$ cat src/rtl/nzcv_alu_pkg.sv
package nzcv_alu_pkg;

  localparam int FLAG_N = 3;
  localparam int FLAG_Z = 2;
  localparam int FLAG_C = 1;
  localparam int FLAG_V = 0;
  localparam int NFLAGS = 4;

  typedef enum logic [3:0] {
    OP_AND = 4'd0,
    OP_ORR = 4'd1,
    OP_ORN = 4'd2,
    OP_BIC = 4'd3,
    OP_MOV = 4'd4,
    OP_MVN = 4'd5,
    OP_EOR = 4'd6,
    OP_MVT = 4'd7,
    OP_ADD = 4'd8,
    OP_SUB = 4'd9,
    OP_RSB = 4'd10
  } alu_op_e;

  typedef enum logic [1:0] {
    CLS_LOGIC = 2'd0,
    CLS_ARITH = 2'd1,
    CLS_NONE  = 2'd2
  } op_class_e;

  typedef enum logic [1:0] {
    AM_ADD = 2'd0,
    AM_SUB = 2'd1,
    AM_RSB = 2'd2
  } arith_mode_e;

  function automatic op_class_e classify(input logic [3:0] code);
    if (code <= 4'd7)       return CLS_LOGIC;
    else if (code <= 4'd10) return CLS_ARITH;
    else                    return CLS_NONE;
  endfunction

endpackage

$ cat src/rtl/nzcv_alu_addsub.sv
module nzcv_alu_addsub
  import nzcv_alu_pkg::*;
#(
  parameter int WIDTH = 32
) (
  input  logic [WIDTH-1:0] a,
  input  logic [WIDTH-1:0] b,
  input  arith_mode_e      mode,
  output logic [WIDTH-1:0] sum,
  output logic             carry,
  output logic             ovf
);
  logic [WIDTH-1:0] x, y;
  logic             cin;
  logic [WIDTH:0]   full;

  always_comb begin
    x   = a;
    y   = b;
    cin = 1'b0;
    case (mode)
      AM_SUB: begin
        y   = ~b;
        cin = 1'b1;
      end
      AM_RSB: begin
        x   = b;
        y   = ~a;
        cin = 1'b1;
      end
      default: ;
    endcase
    full = {1'b0, x} + {1'b0, y} + {{WIDTH{1'b0}}, cin};
  end

  assign sum   = full[WIDTH-1:0];
  assign carry = full[WIDTH];
  assign ovf   = (x[WIDTH-1] == y[WIDTH-1]) && (full[WIDTH-1] != x[WIDTH-1]);

endmodule

$ cat src/rtl/nzcv_alu_logic.sv
module nzcv_alu_logic
  import nzcv_alu_pkg::*;
#(
  parameter int WIDTH = 32
) (
  input  logic [WIDTH-1:0] a,
  input  logic [WIDTH-1:0] b,
  input  logic [2:0]       sel,
  output logic [WIDTH-1:0] res
);
  localparam int HALF = WIDTH / 2;

  always_comb begin
    case (sel)
      3'd0:    res = a & b;
      3'd1:    res = a | b;
      3'd2:    res = a | ~b;
      3'd3:    res = a & ~b;
      3'd4:    res = b;
      3'd5:    res = ~b;
      3'd6:    res = a ^ b;
      default: res = {b[HALF-1:0], a[HALF-1:0]};
    endcase
  end

endmodule

$ cat src/rtl/nzcv_alu_flags.sv
module nzcv_alu_flags
  import nzcv_alu_pkg::*;
#(
  parameter int WIDTH = 32
) (
  input  op_class_e         cls,
  input  logic [WIDTH-1:0]  res,
  input  logic              op_b_msb,
  input  logic              add_carry,
  input  logic              add_ovf,
  input  logic              shift_cout,
  input  logic              src_imm,
  input  logic              imm_rot,
  input  logic              set_flags,
  input  logic [NFLAGS-1:0] flags_in,
  output logic [NFLAGS-1:0] flags_next
);
  logic c_new, v_new;

  always_comb begin
    if (cls == CLS_ARITH) begin
      c_new = add_carry;
      v_new = add_ovf;
    end else begin
      v_new = flags_in[FLAG_V];
      if (!src_imm)     c_new = shift_cout;
      else if (imm_rot) c_new = op_b_msb;
      else              c_new = flags_in[FLAG_C];
    end

    if (!set_flags || cls == CLS_NONE) begin
      flags_next = flags_in;
    end else begin
      flags_next         = '0;
      flags_next[FLAG_N] = res[WIDTH-1];
      flags_next[FLAG_Z] = (res == '0);
      flags_next[FLAG_C] = c_new;
      flags_next[FLAG_V] = v_new;
    end
  end

endmodule

$ cat src/rtl/nzcv_alu.sv
module nzcv_alu
  import nzcv_alu_pkg::*;
#(
  parameter int WIDTH = 32
) (
  input  logic              clk,
  input  logic              rst,
  input  logic [WIDTH-1:0]  op_a,
  input  logic [WIDTH-1:0]  op_b,
  input  logic [3:0]        op_code,
  input  logic              set_flags,
  input  logic              src_imm,
  input  logic              imm_rot,
  input  logic              shift_cout,
  input  logic [NFLAGS-1:0] flags_in,
  output logic [WIDTH-1:0]  result,
  output logic [NFLAGS-1:0] flags_out
);
  op_class_e         cls;
  arith_mode_e       amode;
  logic [WIDTH-1:0]  add_sum, logic_res, res_d;
  logic              add_c, add_v;
  logic [NFLAGS-1:0] flags_d;

  assign cls = classify(op_code);

  always_comb begin
    case (op_code)
      OP_SUB:  amode = AM_SUB;
      OP_RSB:  amode = AM_RSB;
      default: amode = AM_ADD;
    endcase
  end

  nzcv_alu_addsub #(.WIDTH(WIDTH)) u_addsub (
    .a     (op_a),
    .b     (op_b),
    .mode  (amode),
    .sum   (add_sum),
    .carry (add_c),
    .ovf   (add_v)
  );

  nzcv_alu_logic #(.WIDTH(WIDTH)) u_logic (
    .a   (op_a),
    .b   (op_b),
    .sel (op_code[2:0]),
    .res (logic_res)
  );

  always_comb begin
    case (cls)
      CLS_ARITH: res_d = add_sum;
      CLS_LOGIC: res_d = logic_res;
      default:   res_d = '0;
    endcase
  end

  nzcv_alu_flags #(.WIDTH(WIDTH)) u_flags (
    .cls        (cls),
    .res        (res_d),
    .op_b_msb   (op_b[WIDTH-1]),
    .add_carry  (add_c),
    .add_ovf    (add_v),
    .shift_cout (shift_cout),
    .src_imm    (src_imm),
    .imm_rot    (imm_rot),
    .set_flags  (set_flags),
    .flags_in   (flags_in),
    .flags_next (flags_d)
  );

  always_ff @(posedge clk) begin
    if (rst) begin
      result    <= '0;
      flags_out <= '0;
    end else begin
      result    <= res_d;
      flags_out <= flags_d;
    end
  end

endmodule

$ cat config.mk
export PLATFORM = sky130hd
export DESIGN_NAME = nzcv_alu
export DESIGN_NICKNAME = d
export VERILOG_FILES = /design/src/rtl/nzcv_alu_pkg.sv /design/src/rtl/nzcv_alu_addsub.sv /design/src/rtl/nzcv_alu_logic.sv /design/src/rtl/nzcv_alu_flags.sv /design/src/rtl/nzcv_alu.sv
export SDC_FILE = /design/constraint.sdc
export NUM_CORES = 1
export LEC_CHECK = 0
export ABC_CLOCK_PERIOD_IN_PS = 5700
export CAP_MARGIN = 10
export CORE_UTILIZATION = 40
export CTS_CLUSTER_SIZE = 40
export DETAILED_ROUTE_END_ITERATION = 7
export PLACE_DENSITY_LB_ADDON = 0.3
export SYNTH_ARGS = -nofsm -noshare
export SYNTH_HDL_FRONTEND = slang
export SYNTH_SLANG_ARGS = --single-unit
$ cat constraint.sdc
create_clock -name clk -period 5.7 [get_ports clk]
set_input_delay 1.14 -clock clk [delete_from_list [all_inputs] [get_ports clk]]
set_output_delay 1.14 -clock clk [all_outputs]
set_load 0.01 [all_outputs]
Yosys cells after proc, flatten, opt, wreduce, memory -nomap -nowiden:

Cells that the tools add are included.

* register bits: 36
* word-level logic and storage cells: 47

* magnitude comparators: 2
* bitwise operators: 7
* reductions and logical operators: 7
* muxes and demuxes: 13
* eq/ne operators: 14
* add/subtract/negate cells: 2

Operators by type and width (count)
* case mux 32 bit (7 select lines): 1
* case mux 32 bit (2 select lines): 2
* AND 32 bit: 2
* inverter 32 bit: 2
* OR 32 bit: 2
* adder 32 x 32 -> 33 bit: 1
* adder 33 x 1 -> 33 bit: 1
* zero test 32 bit: 1
* two-way mux 32 bit: 1
* XOR 32 bit: 1
* == test 3 bit, second input constant: 3
* == test 4 bit, second input constant: 2
* == test 3 x 2 -> 1 bit, second input constant: 2
* two-way mux 1 bit: 5
* == test 2 x 1 -> 1 bit, second input constant: 2
* == test 2 bit, second input constant: 2
* <= comparator 4 x 3 -> 1 bit, second input constant: 1
* <= comparator 4 bit, second input constant: 1
* two-way mux 2 bit: 2
* two-way mux 4 bit: 1
* case mux 2 bit (2 select lines): 1
* == test 3 x 1 -> 1 bit, second input constant: 1
* zero test 3 bit: 1
* zero test 2 bit: 1
* other kinds (6): 6

Logic depth before layout (Yosys ltp):

* depth after elaboration: 10
* depth in mapped cells: 26

Hierarchy:

Synthesis repeated with hierarchy kept, for this count alone.

* cells, all modules: 1062
* area, all modules: 7766.2 µm²

Modules (own cells, without submodules)
* nzcv_alu_addsub: seq. area each 0.0 µm², instances 1, cells an instance 439, area each 2758.9 µm²
* nzcv_alu_logic: seq. area each 0.0 µm², instances 1, cells an instance 364, area each 2504.9 µm²
* nzcv_alu: seq. area each 720.7 µm², instances 1, cells an instance 234, area each 2332.2 µm²
* nzcv_alu_flags: seq. area each 0.0 µm², instances 1, cells an instance 25, area each 170.2 µm²

Worst setup path before layout:

OpenSTA, ideal clock, no wires.

* kind: input -> register
* start point: in op_code[1]
* end point: reg flags_out[2]
* cell stages on the path: 25
* data required time: 5.641 ns
* path buffers: 4
* path slack: -0.338 ns
* arrival time: 5.978 ns
* path through: buf_2 inv_1 clkbuf_1 or3_1 inv_1 ha_1 clkbuf_1 clkbuf_1 a221oi_1 a21oi_1 ha_1 nor2b_1 or2_2 fa_1 a211oi_1 or3_1 a21o_2 a211oi_2 o21a_2 o22ai_2 xnor2_1 a2111oi_2 and4_1 nand4_1 nand2_1

* longest elaborated chain between the ends: 9
* elaborated cells between the ends (all ways): 30
* classes of those cells: add/sub (2); order compare (2); eq/ne (12); mux (9); reduce/logical (5)

Ends and longest elaborated chain
* start, declared: RTL line nzcv_alu.sv:10 `input logic [3:0] op_code,`
* == test 4 bit: RTL line nzcv_alu.sv:28 `case (op_code)`
* case mux 2 bit (2 select lines): RTL line nzcv_alu.sv:28
* == test 2 bit or == test 2 x 1 -> 1 bit (tied branches): RTL line nzcv_alu_addsub.sv:21 `case (mode)`
* case mux 32 bit (2 select lines) (tied with other cells): RTL line nzcv_alu_addsub.sv:21
* adder 32 x 32 -> 33 bit or two-way mux 1 bit (tied branches): RTL line nzcv_alu_addsub.sv:33, nzcv_alu_addsub.sv:21
* adder 33 x 1 -> 33 bit: RTL line nzcv_alu_addsub.sv:33 `full = {1'b0, x} + {1'b0, y} + {{WIDTH{1'b0}}, cin};`
* case mux 32 bit (2 select lines): RTL line nzcv_alu.sv:52 `case (cls)`
* zero test 32 bit: RTL line nzcv_alu_flags.sv:36 `flags_next[FLAG_Z] = (res == '0);`
* two-way mux 4 bit (*): RTL line nzcv_alu_flags.sv:31 `if (!set_flags || cls == CLS_NONE) begin`
* end signal, assigned: RTL line nzcv_alu.sv:79 `flags_out <= flags_d;`
* end, declared: RTL line nzcv_alu.sv:17 `output logic [NFLAGS-1:0] flags_out`

Mark *: on every way between the ends. The rest lies on a longest branch, timed or not.
A chain may end at the register's enable or synchronous reset.

Final worst setup path:

* start point: in op_code[2]
* end point: reg flags_out[2]

The elaborated chain is that of the path after synthesis.

==> impl_metrics.ini <==
[timing]
finalMaxSlewViolations = 0
maxSlewHeadroom_pct = 16.6
hold_slack_ps = 1420
setup_violations = 0
rsz0062_at_grt = false
hold_viol = 0
worst_pin_slew_ps = 1250
fin_crit_sh_pct = 90.1
timing.fmax_ghz = 0.195
finalCriticalPeriod_ps = 5130

[yosys]
ys_top_cells_by_area = o21ai_0, dfxtp_1, a21oi_1, ha_1, nor2_1
yosys_warnings = 0
synth.most_common_cell = o21ai_0
syn_avg_cell_area_um2 = 6.16
synth_cell_types = 71
ys_async_sr_fraction_pct = 0
synth_top_area_share_pct = 12.9
yosysSeqAreaShare_pct = 11.6
ys_ff_latch = 36
synthFlopType = dfxtp_1
syn_nets = 1123
syn-cell-area_mm2 = 0.00622
synth_edf_count = 0
synthCells = 1010
yosys-top-cells-count = o21ai_0, a21oi_1, nor2_1
yosysTopAreaCell = o21ai_0

[die]
initial_core_util_pct = 40.9
core_region_area_mm2 = 0.0152
ios = 114
fp.dieW_um = 127
die_y_um = 127
die_area_mm2 = 0.0161
rows = 45

[pwr]
p_per_area_mw_per_mm2 = 186
comb_power_share_pct = 61.3
clkPwrFrac_pct = 20.7
peakVddDrop_mv = 0.106
p_leak_nw = 3.42
finalPower_w = 0.00154
pwr-share-seq_pct = 18.0
p_int_w = 0.000910
switching_share_pct = 40.8
switchingPower_w = 0.000627

[finish]
syn2layout_area_growth_pct = 33.0
nNetsFinal = 1256
regArea_um2 = 721
multiInputGateArea_mm2 = 0.00495
antenna_cells = 0
fillers = 1513
drive_above_1_share_pct = 13.0

[critical_path]
crit_chain = buf_2, inv_1, nand2_1, or3_1, inv_1, ha_2, buf_4, a21oi_1, ha_1, nor2b_1, or2_2, fa_2, a211oi_4, or3_4, a21o_2, a211oi_2, o21a_2, o22ai_4, xnor2_2, a2111oi_2, and4_1, nand4_1, nand2_1
critPathKind = input pin to flip-flop
crit_arrival_ps = 5360
start_kind = input pin
slowest_stage = a2111oi_2
worstPathRequired_ps = 5930
path_max_fanout = 3
end_kind = flip-flop
cpPeakStageDelay_ps = 410

[cts]
clockRootBuffer = clkbuf_16
clk_pin_slew_ps = 60
cts_tree = done
cts_num_sinks = 36
cts_buffers = 5
clock_path_buffers = 2
h-tree-depth = 2

[routing]
vias = 8204
first_pass_iters = 6
wl_per_cell_um = 17.9
viasPerCell = 6.16
drc = 0
drt.antenna.violating_nets = 0
drt_iter0_drc = 975
drt-total-wl_um = 23800

[placed_design]
hpwl_um = 17900
place_congestion = 0.967
port-buffer-count = 113

[grt]
grt_pass1_vias = 7029
antenna_found_initial = 0
grt_pass1_wl_um = 37200
overflow = 0
track_usage_pct = 29.1
grt_max_degree = 87

[hold_path]
holdCritPathClass = input pin to flip-flop

[run]
drv_cap = 0

[run_status]
status = completed
==> cells in the final DEF, fill, tap and decap left out, drive strengths merged, types with 7 or more instances in the layout <==
cell	instances
a221oi	34
dfxtp	36
a211oi	20
nand2	83
nand3	20
nor2	95
o211a	7
o211ai	8
a21o	9
nand4	14
a31oi	19
xnor2	17
o21ai	161
o21a	10
a2111oi	7
inv	77
or3	7
clkdlybuf4s50	109
a21oi	137
nor3	24
nor2b	11
ha	34
buf	105
==> cells by family (layout without fill, tap and decap cells) <==
kind of cell    Yosys count  count (layout)  synth area share, %
flops                    36              36                 11.6
simple gates            282             282                 20.5
mux                       3               3                0.482
xor+xnor                 23              23                 3.24
buf+inv                 166             300                 10.6
fa+ha+maj                35              35                 7.16
compound gates          465             465                 46.5
==> layout make-up <==
class                      count  share of cell area [%]
clock buffer                   5                    1.51
timing repair buffer         215                    23.1
inverter                      77                    3.49
clock inverter                 3                   0.514
tap                          188                    2.84
multi-input combinational    808                    59.8
sequential                    36                    8.70
==> layer usage <==
metal | routed length, um | vias up | track usage [%] | part of all wire (%)
li1 | - | 3960 | - | -
met1 | 10700 | 3741 | 41.0 | 45
met2 | 10200 | 446 | 45.1 | 43
met3 | 2100 | 57 | 3.96 | 8.8
met4 | 796 | 0 | 10.4 | 3.3
met5 | 0 | - | 0 | 0
==> sequential cells by signal, indices dropped and copies added (netlist names) <==
register   cells
result        32
flags_out      4
==> power groups by stage <==
stage / Combinational [W] / Sequential [W] / Clock, W
2_1_floorplan: 0.000516 / 0.000294 / 0
3_3_place_gp: 0.000889 / 0.000283 / 0
3_5_place_dp: 0.000894 / 0.000283 / 0
4_1_cts: 0.000898 / 0.000278 / 0.000320
5_1_grt: 0.00102 / 0.000279 / 0.000333
6_report: 0.000942 / 0.000277 / 0.000318
==> metrics by stage <==
stage | utilization [%] | TNS [ps] | area, um2 | cells | setup slack, ps
after detailed placement | 52.7 | -123 | 8010 | 1324 | -123
final | 54.5 | 0 | 8280 | 1332 | 567
after CTS | 53.8 | 0 | 8180 | 1332 | 148
after global placement | 52.7 | -49.1 | 8010 | 1324 | -49.1
after floorplan | - | 0 | 6240 | 1010 | 10.2
after global routing | 54.5 | 0 | 8280 | 1332 | 319
==> worst paths after layout <==
kind	start	to	depth (start not counted)
worst max-delay path	op_code[2]	flags_out[2]	23
worst min-delay path	flags_in[3]	flags_out[3]	3
==> timing repair <==
action | 4_1_cts | 5_1_grt
resized for setup | 0 | 22
endpoints found under the setup margin | 0 | 4
setup buffers | 0 | 0
endpoints found under the hold margin | 0 | 0
hold buffers | 0 | 0
==> worst max-delay path: cells and delay by family <==
| family | cells | cell delay [ps] |
|---|---|---|
| compound gates | 7 | 1460 |
| simple gates | 8 | 1370 |
| fa+ha+maj | 3 | 880 |
| buf+inv | 4 | 400 |
| xor+xnor | 1 | 90 |
Power figures use the tool's default switching activity.
